===== src/rtl/rx_len_guard_pkg.sv =====
package rx_len_guard_pkg;

    // Default width of the limit code and the size of one limit unit
    localparam int FLD_W_DEF     = 7;
    localparam int UNIT_LOG2_DEF = 5;

    // Receive sequencing states
    typedef enum logic [1:0] {
        ST_IDLE = 2'd0,   // between frames, bytes refused
        ST_RECV = 2'd1,   // frame open, bytes counted
        ST_DROP = 2'd2    // frame over length, rest discarded
    } rx_state_t;

    // End-of-message event as presented at the outputs
    typedef struct packed {
        logic eom;
        logic abort;
    } rx_evt_t;

    // Counter width needed to hold the largest ceiling
    function automatic int cnt_width(input int fld_w, input int unit_log2);
        return fld_w + unit_log2 + 1;
    endfunction

endpackage


===== src/rtl/rx_len_limit.sv =====
module rx_len_limit #(
    parameter int FLD_W     = 7,
    parameter int UNIT_LOG2 = 5,
    parameter int CNT_W     = FLD_W + UNIT_LOG2 + 1
) (
    input  logic             clk,
    input  logic             rst,
    input  logic             sof,
    input  logic             chk_en,
    input  logic [FLD_W-1:0] len_fld,
    output logic             en_q,
    output logic [CNT_W-1:0] limit_q
);
    // Ceiling in bytes: (code + 1) units
    logic [CNT_W-1:0] limit_d;

    always_comb begin
        limit_d = (CNT_W'(len_fld) + CNT_W'(1)) << UNIT_LOG2;
    end

    // Captured once per frame
    always_ff @(posedge clk) begin
        if (rst) begin
            en_q    <= 1'b0;
            limit_q <= '0;
        end else if (sof) begin
            en_q    <= chk_en;
            limit_q <= limit_d;
        end
    end
endmodule


===== src/rtl/rx_len_counter.sv =====
module rx_len_counter #(
    parameter int CNT_W = 13
) (
    input  logic             clk,
    input  logic             rst,
    input  logic             sof,
    input  logic             acc,
    output logic [CNT_W-1:0] cnt
);
    localparam logic [CNT_W-1:0] CNT_MAX = '1;

    // Counts accepted bytes of the open frame; saturates when unchecked
    always_ff @(posedge clk) begin
        if (rst) begin
            cnt <= '0;
        end else if (sof) begin
            cnt <= acc ? CNT_W'(1) : '0;
        end else if (acc && (cnt != CNT_MAX)) begin
            cnt <= cnt + CNT_W'(1);
        end
    end
endmodule


===== src/rtl/rx_len_ctrl.sv =====
module rx_len_ctrl
    import rx_len_guard_pkg::*;
(
    input  logic    clk,
    input  logic    rst,
    input  logic    sof,
    input  logic    eof,
    input  logic    byte_vld,
    input  logic    en_q,
    input  logic    at_limit,
    output logic    accept,
    output rx_evt_t evt_q
);
    rx_state_t state_q, state_d;
    logic      in_frame;
    logic      overrun;
    rx_evt_t   evt_d;

    always_comb begin
        in_frame = (state_q == ST_RECV);
        // One byte beyond the captured ceiling while checking is on
        overrun  = in_frame && !sof && byte_vld && en_q && at_limit;
        accept   = byte_vld && (sof || (in_frame && !overrun));
    end

    always_comb begin
        state_d = state_q;
        evt_d   = '{eom: 1'b0, abort: evt_q.abort};
        if (sof) begin
            evt_d.abort = 1'b0;
            if (eof) begin
                state_d   = ST_IDLE;
                evt_d.eom = 1'b1;
            end else begin
                state_d   = ST_RECV;
            end
        end else begin
            unique case (state_q)
                ST_RECV: begin
                    if (overrun) begin
                        state_d     = ST_DROP;
                        evt_d.eom   = 1'b1;
                        evt_d.abort = 1'b1;
                    end else if (eof) begin
                        state_d     = ST_IDLE;
                        evt_d.eom   = 1'b1;
                    end
                end
                ST_DROP: state_d = ST_DROP;
                default: state_d = ST_IDLE;
            endcase
        end
    end

    always_ff @(posedge clk) begin
        if (rst) begin
            state_q <= ST_IDLE;
            evt_q   <= '{eom: 1'b0, abort: 1'b0};
        end else begin
            state_q <= state_d;
            evt_q   <= evt_d;
        end
    end
endmodule


===== src/rtl/rx_len_guard.sv =====
module rx_len_guard
    import rx_len_guard_pkg::*;
#(
    parameter int FLD_W     = FLD_W_DEF,
    parameter int UNIT_LOG2 = UNIT_LOG2_DEF
) (
    input  logic             clk,
    input  logic             rst,
    input  logic             byte_vld,
    input  logic             sof,
    input  logic             eof,
    input  logic             chk_en,
    input  logic [FLD_W-1:0] len_fld,
    output logic             accept,
    output logic             eom_pulse,
    output logic             abort_flag
);
    localparam int CNT_W = cnt_width(FLD_W, UNIT_LOG2);

    logic             en_q;
    logic [CNT_W-1:0] limit_q;
    logic [CNT_W-1:0] cnt;
    logic             at_limit;
    rx_evt_t          evt;

    rx_len_limit #(
        .FLD_W     (FLD_W),
        .UNIT_LOG2 (UNIT_LOG2),
        .CNT_W     (CNT_W)
    ) u_limit (
        .clk     (clk),
        .rst     (rst),
        .sof     (sof),
        .chk_en  (chk_en),
        .len_fld (len_fld),
        .en_q    (en_q),
        .limit_q (limit_q)
    );

    rx_len_counter #(
        .CNT_W (CNT_W)
    ) u_count (
        .clk (clk),
        .rst (rst),
        .sof (sof),
        .acc (accept),
        .cnt (cnt)
    );

    assign at_limit = (cnt == limit_q);

    rx_len_ctrl u_ctrl (
        .clk      (clk),
        .rst      (rst),
        .sof      (sof),
        .eof      (eof),
        .byte_vld (byte_vld),
        .en_q     (en_q),
        .at_limit (at_limit),
        .accept   (accept),
        .evt_q    (evt)
    );

    assign eom_pulse  = evt.eom;
    assign abort_flag = evt.abort;
endmodule


===== config.mk =====
export PLATFORM = sky130hd
export DESIGN_NAME = rx_len_guard
export DESIGN_NICKNAME = d
export VERILOG_FILES = /design/src/rtl/rx_len_guard_pkg.sv /design/src/rtl/rx_len_limit.sv /design/src/rtl/rx_len_counter.sv /design/src/rtl/rx_len_ctrl.sv /design/src/rtl/rx_len_guard.sv
export SDC_FILE = /design/constraint.sdc
export NUM_CORES = 1
export LEC_CHECK = 0
export BUFFER_PORTS_ARGS = -buffer_cell sky130_fd_sc_hd__buf_2
export CORE_MARGIN = 2
export CORE_UTILIZATION = 40
export DETAILED_ROUTE_END_ITERATION = 10
export PLACE_DENSITY_LB_ADDON = 0.25
export SYNTH_ARGS = -nofsm -noshare
export SYNTH_HDL_FRONTEND = slang
export SYNTH_SLANG_ARGS = --single-unit

===== constraint.sdc =====
create_clock -name clk -period 4.39 [get_ports clk]
set_input_delay 0 -clock clk [delete_from_list [all_inputs] [get_ports clk]]
set_output_delay 0 -clock clk [all_outputs]
set_load 0.02 [all_outputs]

==> flow_metrics.tcl, run 1 <==
set metrics [dict create \
    drv_slew 0 \
    hpwl_mm 2.17 \
    fin_crit_ns 2.40 \
    async_flop_share_pct 0 \
    power_uw 468 \
    regArea_um2 520 \
    antenna_found_initial 0 \
    required_ns 4.39 \
    via_per_inst 5.29 \
    multi_input_area_um2 793 \
    gp_congestion 0.737 \
    fillCellCount 341 \
    critPathLaunchType "flip-flop" \
    root_buffer "clkbuf_4" \
    gr-total-overflow 0 \
    ys_ff_latch 26 \
    area_delta_synth_final_pct 17.4 \
    drive_gt1_share_pct 14.4 \
    antenna_cells 0 \
    synth.avg_cell_area_um2 8.67 \
    crit_arrival_ns 2.40 \
    firstDrtPassIters 4 \
    tns_ns 0 \
    max_slew_margin_pct 61.1 \
    fmax_mhz 416 \
    cts_tree "built" \
    syn_area_um2 1370 \
    fin_util_pct 48.6 \
    grt_max_degree 22 \
    crit_start "u_count.cnt[0]" \
    fin_area_um2 1610 \
    synth_cell_type_count 38 \
    core_region_area_um2 3310 \
    pin_count 16 \
    slowest_delay_ns 0.45 \
    crit_fanout 13 \
    nets 199 \
    critPathTopFamily "simple AND/OR/NAND/NOR gates" \
    critPathSlowestCell "or4b_1" \
    placed_area_um2 1480 \
    cts_buffers 3 \
    ant_nets 0 \
    hold_path_class "primary input to flip-flop" \
    final_cell_mix "26 x dfxtp_1, 23 x nor2_1, 15 x buf_2, 14 x xnor2_1" \
    setup_violations 0 \
    start_util_pct 41.4 \
    peakVddDrop_v 0.000157 \
    die_h_um 62.5 \
    synth_flop_cell "dfxtp_1" \
    final_common_cell "dfxtp_1" \
    grt_pass1_vias 1136 \
    tightest_slew_ns 0.577 \
    hp-start "len_fld[1]" \
    io_buffer_count 15 \
    r2r_cells 7 \
    crit_chain "inv_1 > ha_1 > or4b_1 > or3_4 > nor3_4 > nor2_1 > buf_2" \
    rsz0062_at_grt "false" \
    vias 1196 \
    ys_seq_area_share_pct 38.0 \
    die_w_um 62.5 \
    synth_cells 158 \
    worst-path-buf-inv 2 \
    rr_endpoint "u_count.cnt[0]" \
    hold_viol 0 \
    outcome "finished, final reports clean" \
    fin_skew_ns 0.0121 \
    wl_per_cell_um 13.1 \
    clockBufferDepth 2 \
    worstSetupPathType "flip-flop to output port" \
    track_usage_pct 15.6 \
    clk_latency_ns 0.33 \
    reg2reg_slack_ns 2.05 \
    row_count 21 \
    cts_sinks 26 \
    fin_crit_sh_pct 54.7 \
    clk_pin_slew_ns 0.16 \
    grt_first_pass_wirelength_mm 4.93 \
    maxCapViolations 0 \
    r2r_start "u_count.cnt[0]" \
    dieArea_um2 3910 \
    routed_wl_mm 2.96 \
    p_leak_nw 0.574 \
    drt_iter0_drc 26 \
    hold_path_depth 4 \
    synth_edf_count 0 \
    drc 0 \
    power.density_nw_per_um2 291 \
    synth_warnings 0 \
    htree_num_levels 1 \
    whs_endpoint "u_limit.limit_q[6]" \
    endpoint_kind "output port" \
    synth_nets 176 \
]
-- synth_stat cells, types with 4 or more instances --
master	n	area, µm²
a211oi_1	8	60.1
a21oi_1	5	25.0
clkbuf_1	4	15.0
dfxtp_1	26	521
ha_1	5	62.6
inv_1	8	30.0
nand2_1	7	26.3
nand3_1	7	35.0
nor2_1	23	86.3
nor3_1	4	20.0
o21ai_0	4	20.0
or3_1	5	31.3
xnor2_1	14	123
-- sequential cells by signal (all words and copies together), names as in the netlist --
signal and cells:
u_ctrl.state_q 2, u_ctrl.evt_q 2, u_count.cnt 13, u_limit.en_q 1
u_limit.limit_q 8
-- where the power goes --
part / switching, mW / internal [mW] / total (mW)
sequential: 0.00490 / 0.243 / 0.248
clock: 0.0767 / 0.0924 / 0.169
combinational: 0.0275 / 0.0239 / 0.0514
total: 0.109 / 0.359 / 0.468
-- final cells by class --
cell class	instances	area share, %
flip-flops and latches	26	32.3
clock inverters	1	1.87
multi-input cells	119	49.3
repair buffers	23	9.64
clock buffers	3	1.40
inverters	8	1.87
well taps	46	3.58
-- repair_timing --
action | 4_1_cts | 5_1_grt
hold endpoints to repair | 12 | 1
hold buffers | 7 | 1
resized for setup | 0 | 0
buffers inserted | 0 | 0
-- worst register-to-register path, stage by stage (launching register included) --
cell      delay [ns]
dfxtp_1         0.38
inv_1           0.07
ha_1            0.14
or4b_1          0.45
or3_4           0.35
nor3_4          0.43
o31ai_1         0.13
a311oi_1        0.29
-- worst max path at each step --
stage / end / depth (start not counted)
floorplan: u_ctrl.state_q[0] / 8
global placement: u_count.cnt[0] / 7
detailed placement: u_count.cnt[0] / 7
CTS: accept / 7
global route: accept / 7
finish: accept / 7
-- cells by family (layout without fill, tap and decap cells) --
group / after synthesis / after routing / synth area share [%]
compound gates: 30 / 30 / 15.0
xor+xnor: 17 / 17 / 10.9
fa+ha+maj: 5 / 5 / 4.57
buf+inv: 13 / 35 / 4.11
flops: 26 / 26 / 38.0
mux: 1 / 1 / 0.731
simple gates: 66 / 66 / 26.8
-- stage by stage --
stage          worst slack (ns)  cells  hold WS (ns)
2_1_floorplan              2.49    158        0.0728
3_3_place_gp               2.24    214         0.205
3_5_place_dp               2.08    214         0.219
4_1_cts                    1.96    225       0.00750
5_1_grt                    1.86    226        0.0222
6_report                   1.99    226        0.0180
-- routing by layer --
metal,vias to the layer above,GRT usage (%),routed length [µm]
met4,0,6.94,17
met2,32,27.6,1500
li1,606,-,-
met3,2,1.98,111
met5,-,0,0
met1,556,19.0,1330
Power figures use the tool's default switching activity.
==> inputs of run 2 (changes only) <==
clock period = 2.16 ns   (was 4.39 ns; I/O delays follow)
==> run 2 against run 1 <==
  * Routed wire length is 1.6% higher
  * Die area did not move
  * Via count grew 5.8%
  * Sequential share of layout area decreased by 0.63 points
  * Critical endpoint unchanged
==> flow_metrics.tcl, run 2 (synthesis results as in run 1) <==
set metrics [dict create \
    crit_arrival_ns 2.08 \
    crit_fanout 2 \
    gr-total-overflow 0 \
    fmax_mhz 480 \
    worst_slack_ns 0.0782 \
    cts_tree "built" \
    rsz0062_at_grt "true" \
    top_register "u_count.cnt" \
    hold_viol 0 \
    top_regs "u_count.cnt (13), u_limit.limit_q (8)" \
    fin_skew_ns 0.00606 \
    peakVddDrop_v 0.000323 \
    dieArea_um2 3910 \
    io_buffer_count 15 \
    grt_first_pass_wirelength_mm 5.20 \
    ant_nets 0 \
    start_util_pct 41.4 \
    grt_max_degree 22 \
    gp_congestion 0.821 \
    power.density_nw_per_um2 522 \
    cts_sinks 26 \
    tightest_slew_ns 0.519 \
    hold_path_class "primary input to flip-flop" \
    critPathLaunchType "flip-flop" \
    largest_register_ffs 13 \
    post-place-ws_ns 0.0193 \
    clockBufferDepth 2 \
    max_slew_margin_pct 65.2 \
    firstDrtPassIters 4 \
    wl_per_cell_um 13.1 \
    p_leak_nw 0.593 \
    drive_gt1_share_pct 21.2 \
    clk_latency_ns 0.32 \
    place_inst 216 \
    maxCapViolations 0 \
    root_buffer "clkbuf_4" \
    drc 0 \
    antenna_cells 0 \
    track_usage_pct 16.1 \
    via_per_inst 5.50 \
    clk_pin_slew_ns 0.14 \
    core_region_area_um2 3310 \
    outcome "finished, final reports clean" \
    drv_slew 0 \
    final_common_cell "dfxtp_1" \
    die_h_um 62.5 \
    required_ns 2.16 \
    fin_crit_ns 2.08 \
    routed_wl_mm 3.01 \
    fin_crit_sh_pct 96.4 \
    row_count 21 \
    worstSetupPathType "flip-flop to output port" \
    antenna_found_initial 0 \
    hpwl_mm 2.09 \
    layout.cells.non_filler 230 \
    nets 203 \
    endpoint_kind "output port" \
    vias 1265 \
    drt_iter0_drc 38 \
    die_w_um 62.5 \
    area_delta_synth_final_pct 20.4 \
    pin_count 16 \
    grt_pass1_vias 1214 \
    cts_buffers 3 \
    setup_violations 0 \
    final_cell_mix "24 x dfxtp_1, 22 x nor2_1, 14 x xnor2_1, 14 x buf_2, 8 x a211oi_1" \
    htree_num_levels 1 \
]
## run 2: cell count changes in the layout (fill, tap and decap cells not counted), moves of 2 or more
cell           delta
dlygate4sd3_1     -2
dfxtp_1           -2
inv_2             +2
buf_6             +2
inv_1             -2
buf_4             +5
dfxtp_2           +2
## run 2: final cells by class
class | instances | area, µm²
multi-input combinational | 119 | 812
fill | 339 | 1660
sequential | 26 | 523
tap | 46 | 57.6
clock buffer | 4 | 36.3
inverter | 8 | 30.0
timing repair buffer | 27 | 190
## run 2: power breakdown
group          switching [mW]  internal [mW]  total (mW)  leakage [nW]
sequential            0.00904          0.494       0.503         0.213
clock                   0.141          0.103       0.244        0.0210
combinational          0.0591         0.0539       0.113         0.360
## run 2: timing repair
item | CTS | global route
gates resized for setup | 3 | 8
buffers inserted | 4 | 0
endpoints found under the hold margin | 8 | 0
hold buffers | 6 | 0
pin swaps | 1 | 1
setup endpoints to repair | 4 | 2
## run 2: worst paths after layout
kind         slack, ns            endpoint  cells past startpoint       startpoint
min reg2reg       0.50     u_ctrl.evt_q[0]                      2  u_ctrl.evt_q[0]
max               0.08              accept                      8   u_count.cnt[0]
max reg2reg       0.08      u_count.cnt[0]                      8   u_count.cnt[0]
min               0.01  u_limit.limit_q[7]                      3       len_fld[2]
## run 2: layer usage
| metal | GRT usage (%) | routed length [µm] | vias up |
|---|---|---|---|
| li1 | - | - | 618 |
| met1 | 20.1 | 1380 | 606 |
| met2 | 28.6 | 1490 | 37 |
| met3 | 1.80 | 111 | 4 |
| met4 | 5.83 | 31 | 0 |
| met5 | 0 | 0 | - |
## run 2: worst max-delay path, cell delays in order, from the launching register on
cell and delay [ns]:
dfxtp_2 0.35, inv_2 0.06, ha_4 0.12, or4b_4 0.45
or3_4 0.35, nor3_4 0.15, buf_6 0.13, nor2_2 0.03
buf_6 0.12
## run 2: stage by stage
step | utilization [%] | hold WS (ns) | power (mW) | TNS, ns | cell area (µm²)
global placement | 45.0 | 0.211 | 0.607 | 0 | 1490
global route | 49.8 | 0.0523 | 0.903 | -0.0267 | 1650
CTS | 49.1 | 0.00358 | 0.866 | 0 | 1620
floorplan | - | 0.0728 | 0.575 | 0 | 1370
detailed placement | 45.0 | 0.223 | 0.610 | 0 | 1490
finish | 49.8 | 0.0133 | 0.860 | 0 | 1650
